## src/rtl/fp2_pkg.sv

```systemverilog
package fp2_pkg;

  typedef enum logic [2:0] {
    OPC_MAX  = 3'd0,
    OPC_MIN  = 3'd1,
    OPC_AND  = 3'd2,
    OPC_ANDN = 3'd3,
    OPC_OR   = 3'd4,
    OPC_XOR  = 3'd5,
    OPC_RSV6 = 3'd6,
    OPC_RSV7 = 3'd7
  } fp2_op_e;

endpackage

```

## src/rtl/fp2_rst_sync.sv

```systemverilog
module fp2_rst_sync (
  input  logic clk,
  input  logic rst_n,
  output logic rst_n_sync
);

  logic [1:0] sync_q;
  logic [1:0] sync_d;

  always_comb begin
    sync_d = {sync_q[0], 1'b1};
  end

  always_ff @(posedge clk or negedge rst_n) begin
    if (!rst_n) sync_q <= 2'b00;
    else        sync_q <= sync_d;
  end

  assign rst_n_sync = sync_q[1];

endmodule

```

## src/rtl/fp2_order.sv

```systemverilog
module fp2_order #(
  parameter int LANE_W = 64,
  parameter int EXP_W  = 11
) (
  input  logic [LANE_W-1:0] a,
  input  logic [LANE_W-1:0] b,
  output logic              a_lt_b,
  output logic              a_gt_b,
  output logic              take_b
);

  localparam int FRAC_W = LANE_W - 1 - EXP_W;
  localparam int MAG_W  = LANE_W - 1;

  logic             sa, sb;
  logic [MAG_W-1:0] ma, mb;
  logic             nan_a, nan_b, zz;
  logic             mlt, mgt;

  always_comb begin
    sa    = a[LANE_W-1];
    sb    = b[LANE_W-1];
    ma    = a[MAG_W-1:0];
    mb    = b[MAG_W-1:0];
    nan_a = (&a[MAG_W-1 -: EXP_W]) && (|a[FRAC_W-1:0]);
    nan_b = (&b[MAG_W-1 -: EXP_W]) && (|b[FRAC_W-1:0]);
    zz    = (ma == '0) && (mb == '0);
    mlt   = ma < mb;
    mgt   = ma > mb;
    if (sa != sb) begin
      a_lt_b = sa;
      a_gt_b = sb;
    end else if (sa) begin
      a_lt_b = mgt;
      a_gt_b = mlt;
    end else begin
      a_lt_b = mlt;
      a_gt_b = mgt;
    end
    take_b = nan_a | nan_b | zz;
  end

endmodule

```

## src/rtl/fp2_lane_op.sv

```systemverilog
module fp2_lane_op
  import fp2_pkg::*;
#(
  parameter int LANE_W = 64,
  parameter int EXP_W  = 11
) (
  input  logic [LANE_W-1:0] a,
  input  logic [LANE_W-1:0] b,
  input  fp2_op_e           op,
  output logic [LANE_W-1:0] y
);

  logic lt, gt, spec;

  fp2_order #(.LANE_W(LANE_W), .EXP_W(EXP_W)) u_order (
    .a      (a),
    .b      (b),
    .a_lt_b (lt),
    .a_gt_b (gt),
    .take_b (spec)
  );

  always_comb begin
    unique case (op)
      OPC_MAX:  y = (!spec && gt) ? a : b;
      OPC_MIN:  y = (!spec && lt) ? a : b;
      OPC_AND:  y = a & b;
      OPC_ANDN: y = ~a & b;
      OPC_OR:   y = a | b;
      OPC_XOR:  y = a ^ b;
      default:  y = '0;
    endcase
  end

endmodule

```

## src/rtl/fp2_minmax_logic.sv

```systemverilog
module fp2_minmax_logic
  import fp2_pkg::*;
#(
  parameter int LANES  = 2,
  parameter int LANE_W = 64,
  parameter int EXP_W  = 11
) (
  input  logic                      clk,
  input  logic                      rst_n,
  input  logic                      in_vld,
  input  logic [2:0]                in_op,
  input  logic                      in_packed,
  input  logic [LANES*LANE_W-1:0]   in_a,
  input  logic [LANES*LANE_W-1:0]   in_b,
  output logic                      out_vld,
  output logic [LANES*LANE_W-1:0]   out_res
);

  localparam int DATA_W = LANES * LANE_W;
  localparam int FRAC_W = LANE_W - 1 - EXP_W;

  logic              rst_n_s;
  fp2_op_e           op;
  logic [DATA_W-1:0] lane_y;
  logic [DATA_W-1:0] res_d, res_q;
  logic              vld_d, vld_q;
  logic              res_en;

  fp2_rst_sync u_rst (
    .clk        (clk),
    .rst_n      (rst_n),
    .rst_n_sync (rst_n_s)
  );

  assign op = fp2_op_e'(in_op);

  for (genvar g = 0; g < LANES; g++) begin : g_lane
    logic [LANE_W-1:0] y;
    fp2_lane_op #(.LANE_W(LANE_W), .EXP_W(EXP_W)) u_op (
      .a  (in_a[g*LANE_W +: LANE_W]),
      .b  (in_b[g*LANE_W +: LANE_W]),
      .op (op),
      .y  (y)
    );
    if (g == 0) begin : g_low
      assign res_d[g*LANE_W +: LANE_W] = y;
    end else begin : g_high
      assign res_d[g*LANE_W +: LANE_W] = in_packed ? y : in_a[g*LANE_W +: LANE_W];
    end
    assign lane_y[g*LANE_W +: LANE_W] = y;

    AST_MINMAX_SOURCE: assert property (@(posedge clk) disable iff (!rst_n_s)
      (in_vld && (in_op == 3'd0 || in_op == 3'd1) && (in_packed || g == 0)) |=>
      (out_res[g*LANE_W +: LANE_W] == $past(in_a[g*LANE_W +: LANE_W]) ||
       out_res[g*LANE_W +: LANE_W] == $past(in_b[g*LANE_W +: LANE_W])));

    AST_NAN_TAKES_B: assert property (@(posedge clk) disable iff (!rst_n_s)
      (in_vld && in_op[2:1] == 2'b00 && (in_packed || g == 0) &&
       (&in_a[g*LANE_W+LANE_W-2 -: EXP_W]) && (|in_a[g*LANE_W +: FRAC_W])) |=>
      (out_res[g*LANE_W +: LANE_W] == $past(in_b[g*LANE_W +: LANE_W])));
  end

  always_comb begin
    vld_d  = in_vld;
    res_en = in_vld;
  end

  always_ff @(posedge clk or negedge rst_n_s) begin
    if (!rst_n_s) begin
      vld_q <= 1'b0;
      res_q <= '0;
    end else begin
      vld_q <= vld_d;
      if (res_en) res_q <= res_d;
    end
  end

  assign out_vld = vld_q;
  assign out_res = res_q;

  AST_VLD_FOLLOWS: assert property (@(posedge clk) disable iff (!rst_n_s)
    in_vld |=> out_vld);

  AST_VLD_QUIET: assert property (@(posedge clk) disable iff (!rst_n_s)
    !in_vld |=> !out_vld);

  AST_RES_HOLD: assert property (@(posedge clk) disable iff (!rst_n_s)
    !in_vld |=> $stable(out_res));

  AST_SCALAR_PASS: assert property (@(posedge clk) disable iff (!rst_n_s)
    (in_vld && !in_packed) |=>
    (out_res[DATA_W-1:LANE_W] == $past(in_a[DATA_W-1:LANE_W])));

endmodule

```

## config.mk

```make
export PLATFORM = sky130hd
export DESIGN_NAME = fp2_minmax_logic
export DESIGN_NICKNAME = d
export VERILOG_FILES = /design/src/rtl/fp2_pkg.sv /design/src/rtl/fp2_rst_sync.sv /design/src/rtl/fp2_order.sv /design/src/rtl/fp2_lane_op.sv /design/src/rtl/fp2_minmax_logic.sv
export SDC_FILE = /design/constraint.sdc
export NUM_CORES = 1
export LEC_CHECK = 0
export CORE_MARGIN = 1
export CORE_UTILIZATION = 50
export CTS_BUF_LIST = sky130_fd_sc_hd__clkbuf_4 sky130_fd_sc_hd__clkbuf_8 sky130_fd_sc_hd__clkbuf_16
export CTS_CLUSTER_SIZE = 24
export DETAILED_ROUTE_END_ITERATION = 10
export DONT_BUFFER_PORTS = 1
export GPL_TIMING_DRIVEN = 0
export PLACE_DENSITY = 0.69
export SYNTH_ARGS = -nofsm -noshare
export SYNTH_HDL_FRONTEND = slang
export SYNTH_SLANG_ARGS = --single-unit
```

## constraint.sdc

```tcl
create_clock -name clk -period 8.1 [get_ports clk]
set_input_delay 0.405 -clock clk [delete_from_list [all_inputs] [get_ports clk]]
set_output_delay 0.405 -clock clk [all_outputs]
set_load 0.02 [all_outputs]
```

After elaboration in Yosys (flattened, before gate mapping):

Index checks and enable logic that the tools add are counted.

* order comparisons: 4
* eq/ne operators: 7
* muxes and demuxes: 15
* bitwise logic cells: 14
* reduce and logical (&&, ||, !) cells: 25

Operators by type and width (number)
* $pmux W64 S6: 2
* $mux W64: 5
* $and A64 B64 Y64: 4
* $logic_not A63 Y1: 4
* $reduce_or A52 Y1: 4
* $not A64 Y64: 2
* $or A64 B64 Y64: 2
* $xor A64 B64 Y64: 2
* $gt A63 B63 Y1: 2
* $lt A63 B63 Y1: 2
* $reduce_and A11 Y1: 4
* $logic_and A1 B1 Y1: 10
* $mux W1: 8
* $eq A3 B2 Y1 const B: 2
* $eq A3 B3 Y1 const B: 2
* $or A1 B1 Y1: 4
* $eq A3 B1 Y1 const B: 1
* $logic_not A3 Y1: 1
* $logic_not A1 Y1: 2
* $ne A1 B1 Y1: 2

* register bits: 131
* input port bits: 263
* output and inout port bits: 129
* word-level logic and storage cells: 68

Depth between registers and ports, before layout:

* word-level depth: 9
* gate-level depth with buffers: 14
* gate-level depth less buffers: 11

By module:

Synthesis repeated with hierarchy kept, for this count alone.

* cell total of the unflattened synthesis: 2552
* area, all modules: 22200.0 um^2

By module, submodules not included
* fp2_lane_op: instances 2, cells each 779, area each 6393.6 um^2, seq. area each 0.0 um^2
* fp2_minmax_logic: instances 1, cells each 413, area each 5400.2 um^2, seq. area each 3228.1 um^2
* fp2_order: instances 2, cells each 289, area each 1979.4 um^2, seq. area each 0.0 um^2
* fp2_rst_sync: instances 1, cells each 3, area each 53.8 um^2, seq. area each 50.0 um^2

Worst setup path after synthesis:

OpenSTA, ideal clock, no wires.

* path kind: input-to-reg
* start point: input in_a[53]
* end point: register res_q[32], in the netlist out_res[32]
* setup time: 84 ps
* data arrival time: 3536 ps
* data required time: 8016 ps
* setup slack: 4480 ps
* cell stages on the path: 10
* path buffers: 2
* cell sequence: clkbuf_1 > inv_1 > ha_1 > or4_1 > o311ai_0 > o31ai_4 > o211ai_4 > buf_4 > mux2_1 > a41oi_2

* cells in the longest elaborated chain, start to end: 8
* elaborated cells between the ends (all ways): 18
* classes of those cells: 2 x order compare; 7 x mux; 2 x bitwise; 7 x reduce/logical

RTL lines
* from (decl): RTL line fp2_minmax_logic.sv:13 `input logic [LANES*LANE_W-1:0] in_a,`
* branches (longest 7 deep; another with $lt A63 B63 Y1)
* $pmux W64 S6 (*): RTL line fp2_lane_op.sv:24 `unique case (op)`
* to (signal assigned): RTL line fp2_minmax_logic.sv:74 `if (res_en) res_q <= res_d;`
* to (decl): RTL line fp2_minmax_logic.sv:25 `logic [DATA_W-1:0] res_d, res_q;`

Every way passes the cells marked *.
A chain may end at the register's enable or synchronous reset.

Worst setup path in the final report:

* start point: input in_b[122]
* end point: register res_q[92], in the netlist out_res[92]

* cells in the longest elaborated chain, start to end: 9
* elaborated cells between the ends (all ways): 19
* classes of those cells: 2 x order compare; 8 x mux; 2 x bitwise; 7 x reduce/logical

RTL lines
* from (decl): RTL line fp2_minmax_logic.sv:14 `input logic [LANES*LANE_W-1:0] in_b,`
* branches (longest 7 deep; another with $lt A63 B63 Y1)
* $pmux W64 S6 (*): RTL line fp2_lane_op.sv:24
* $mux W64 (*): RTL line fp2_minmax_logic.sv:48 `assign res_d[g*LANE_W +: LANE_W] = in_packed ? y : in_a[g*LANE_W +: LANE_W];`

Marked as above.

==> results.cfg <==
[detailed_routing]
wl_um = 85600
drt_iter0_markers = 2444
ant_nets = 0
first_pass_iters = 7
avgRoutedWirePerCell_um = 26.0
vias = 22847
drc = 0
via_per_inst = 6.93

[synth]
ys_types = 72
async_flop_share_pct = 100
syn_nets = 3252
ys_seq_area_share_pct = 16.3
synth_largest_area_cell = dfrtp_1
synth-edff-count = 0
synthTopCellsByArea = dfrtp_1 16%, ha_1 16%, inv_1 5.6%, a21oi_1 5.0%, nand2_1 4.4%
synth_warnings = 0
syn_avg_cell_area_um2 = 7.34
ys_seq_elements = 131
netlist_area_mm2 = 0.0201
netlist_instances = 2735
yosys.area.top_type_share_pct = 16.3
ys.flop_type = dfrtp_1

[placed_design]
dp_hpwl_um = 64800
dpl_cell_area_mm2 = 0.0208
place_congestion = 0.994
placement.io_buffers = 0

[clock_tree]
htree_levels = 4
numCtsBuffers = 17
cts-root-buf = clkbuf_16
cts_sinks = 131
cts.clk_slew.worst_paths_ns = 0.07
cts_tree = built
post-cts-setup-buffers = 0
clkLatencyLatePin_ns = 0.48
ctsLongestPathBuffers = 2

[global_routing]
grt_pass1_vias = 22505
antenna_found_initial = 4
grt_util_all_layers_pct = 40.6
grt_max_degree = 56
grt_pass1_wl_um = 130000
overflow = 0

[die]
die_area_mm2 = 0.0410
rows = 73
coreArea_mm2 = 0.0396
die-width_um = 202
ios = 392
start_util_pct = 50.6
die_h_um = 202

[sta]
hold_viol_final = 0
rsz0062_at_grt = false
fin_crit_sh_pct = 56.9
fmax_mhz = 217
worst_pin_slew_ns = 1.16
relSlewSlack_pct = 22.4
hold_ws_ns = 0.0752
fin_skew_ns = 0.0106
slew_violations = 0
min_period_ns = 4.61
tns_ns = 0
setup_viol = 0

[critical_path]
rr_worst_depth = 3
reg2reg_to = out_res[100]
critPathLaunchType = primary input
crit_path_end_kind = flop
rrSetupSlack_ns = 6.63
worst-setup-path-type = primary input to flop
timing.rr.start = out_res[100]
path_max_fanout = 10
critical_path_arrival_ns = 4.97
required_ns = 8.47

[layout]
layout-drive-gt1-share_pct = 5.23
area_growth_pct = 6.44
final_area_mm2 = 0.0214
nets = 3275

[power]
pwr-share-seq_pct = 34.8
powerDensity_mw_per_mm2 = 119
swShare_pct = 41.9
ir_worst_vdd_v = 0.000124
power_switching_uw = 1070
p_int_uw = 1480
pwr-share-comb_pct = 33.9
power_uw = 2550
pwr-share-clk_pct = 31.3
p_leak_uw = 0.00881

[worst_hold_path]
hp-start = in_b[102]
min_to = out_res[102]
hp-class = primary input to flop
hold_depth = 2

[run_status]
status = complete, no violations

[flow_run]
cap_violations = 0
## sequential cells by signal, summed over array words and instances, names as in the netlist
register	count
out_res	128
out_vld	1
u_rst.sync_q	2
## area by class of cell
class | instances | area [µm²]
diodes | 1 | 2.50
plain buffers | 218 | 882
clock buffers | 18 | 439
clock inverters | 14 | 115
fillers | 3838 | 18300
inverters | 299 | 1120
multi-input cells | 2087 | 14800
flip-flops and latches | 131 | 3280
well taps | 525 | 657
repair buffers | 4 | 75.1
## logic make-up (layout without fill, tap and decap cells)
group	after synthesis	after routing	synth area share, %
XOR/XNOR	63	63	2.75
flip-flops	131	131	16.3
AND/OR/NAND/NOR	794	794	19.4
buffers and inverters	517	553	9.98
AO/OA/AOI/OAI	911	911	32.1
adder cells (fa/ha/maj)	254	254	15.8
other	1	2	0.0187
multiplexers	64	64	3.58
## repair_timing
item	CTS	global route
endpoints found under the setup margin	0	0
hold endpoints to repair	3	0
gates resized for setup	0	0
hold buffers	2	0
## how the worst max path moves through the flow
stage / startpoint / end / slack (ns) / cells past startpoint
2_1_floorplan: u_rst.sync_q[1] / out_res[0] / 4.18 / 0
3_3_place_gp: u_rst.sync_q[1] / out_res[36] / 1.79 / 0
3_5_place_dp: in_b[122] / out_res[119] / 3.21 / 12
4_1_cts: in_b[122] / out_res[92] / 3.66 / 12
5_1_grt: in_a[61] / out_res[4] / 3.31 / 11
6_report: in_b[122] / out_res[92] / 3.49 / 12
## synth_stat cells (4+ instances only)
library cell  instances
and2_1               40
nand3_1             147
o21ai_0             102
buf_2                15
buf_6                 5
nor2_1              135
nand2b_1              5
a221oi_1              5
xor2_1               63
dfrtp_1             131
inv_1               298
a31o_2               63
o31a_1                7
nand4_1              25
a41oi_1              54
clkbuf_1            190
buf_1                 6
a21oi_1             201
a41oi_2              10
a21boi_0              4
a211oi_1            104
o21ai_1               7
o31ai_1              82
nor4_1               88
nand2_1             233
a31oi_1              64
nor2b_1              84
nor3_1               12
o211ai_1             67
o21bai_1              6
ha_1                254
o32ai_1              25
a2111oi_0            26
or4_1                 8
a32oi_1              64
mux2_1               60
## power groups by stage
stage          sequential, µW  combinational, µW  clock, µW
2_1_floorplan             865                622          0
3_3_place_gp              906                797          0
3_5_place_dp              896                835          0
4_1_cts                   884                841        794
5_1_grt                   894                942        812
6_report                  887                862        797
## layout by cell type (no fill, tap or decap), drive strengths merged, types with 4 or more instances in the layout
cell type,count
a2111oi,26
a211oi,105
a21boi,4
a21oi,202
a221oi,5
a31o,63
a31oi,64
a32oi,64
a41oi,64
and2,41
buf,30
clkbuf,208
clkinv,12
dfrtp,131
ha,254
inv,298
mux2,63
nand2,233
nand2b,5
nand3,147
nand4,25
nor2,135
nor2b,84
nor3,12
nor4,89
o211ai,69
o21ai,110
o21bai,6
o31a,7
o31ai,83
o32ai,25
or4,9
xor2,63
## routing by layer
layer  GRT usage, %  up-vias  share of wire [%]
li1               -    10142                  -
met2           65.5     1575                 45
met5              0        -              0.074
met3           12.7      332                 12
met1           47.6    10790                 37
met4           22.6        8                5.6
## critical path: stages
cell and delay [ns]:
inv_1 0.04, ha_1 0.33, nor4_1 0.56, nand4_1 0.48, nor4_1 0.64, o41ai_1 0.33, o221ai_2 0.26, o211ai_1 0.25
a211oi_2 0.78, clkbuf_1 0.49, o21ai_0 0.15, a31oi_1 0.25
## per-stage QoR
stage | setup slack [ns] | cells | util, %
3_3_place_gp | 1.79 | 3260 | 52.3
6_report | 3.49 | 3297 | 53.9
5_1_grt | 3.31 | 3296 | 53.9
4_1_cts | 3.66 | 3296 | 53.9
3_5_place_dp | 3.21 | 3262 | 52.5
2_1_floorplan | 4.18 | 2735 | -
Power figures use the tool's default switching activity.
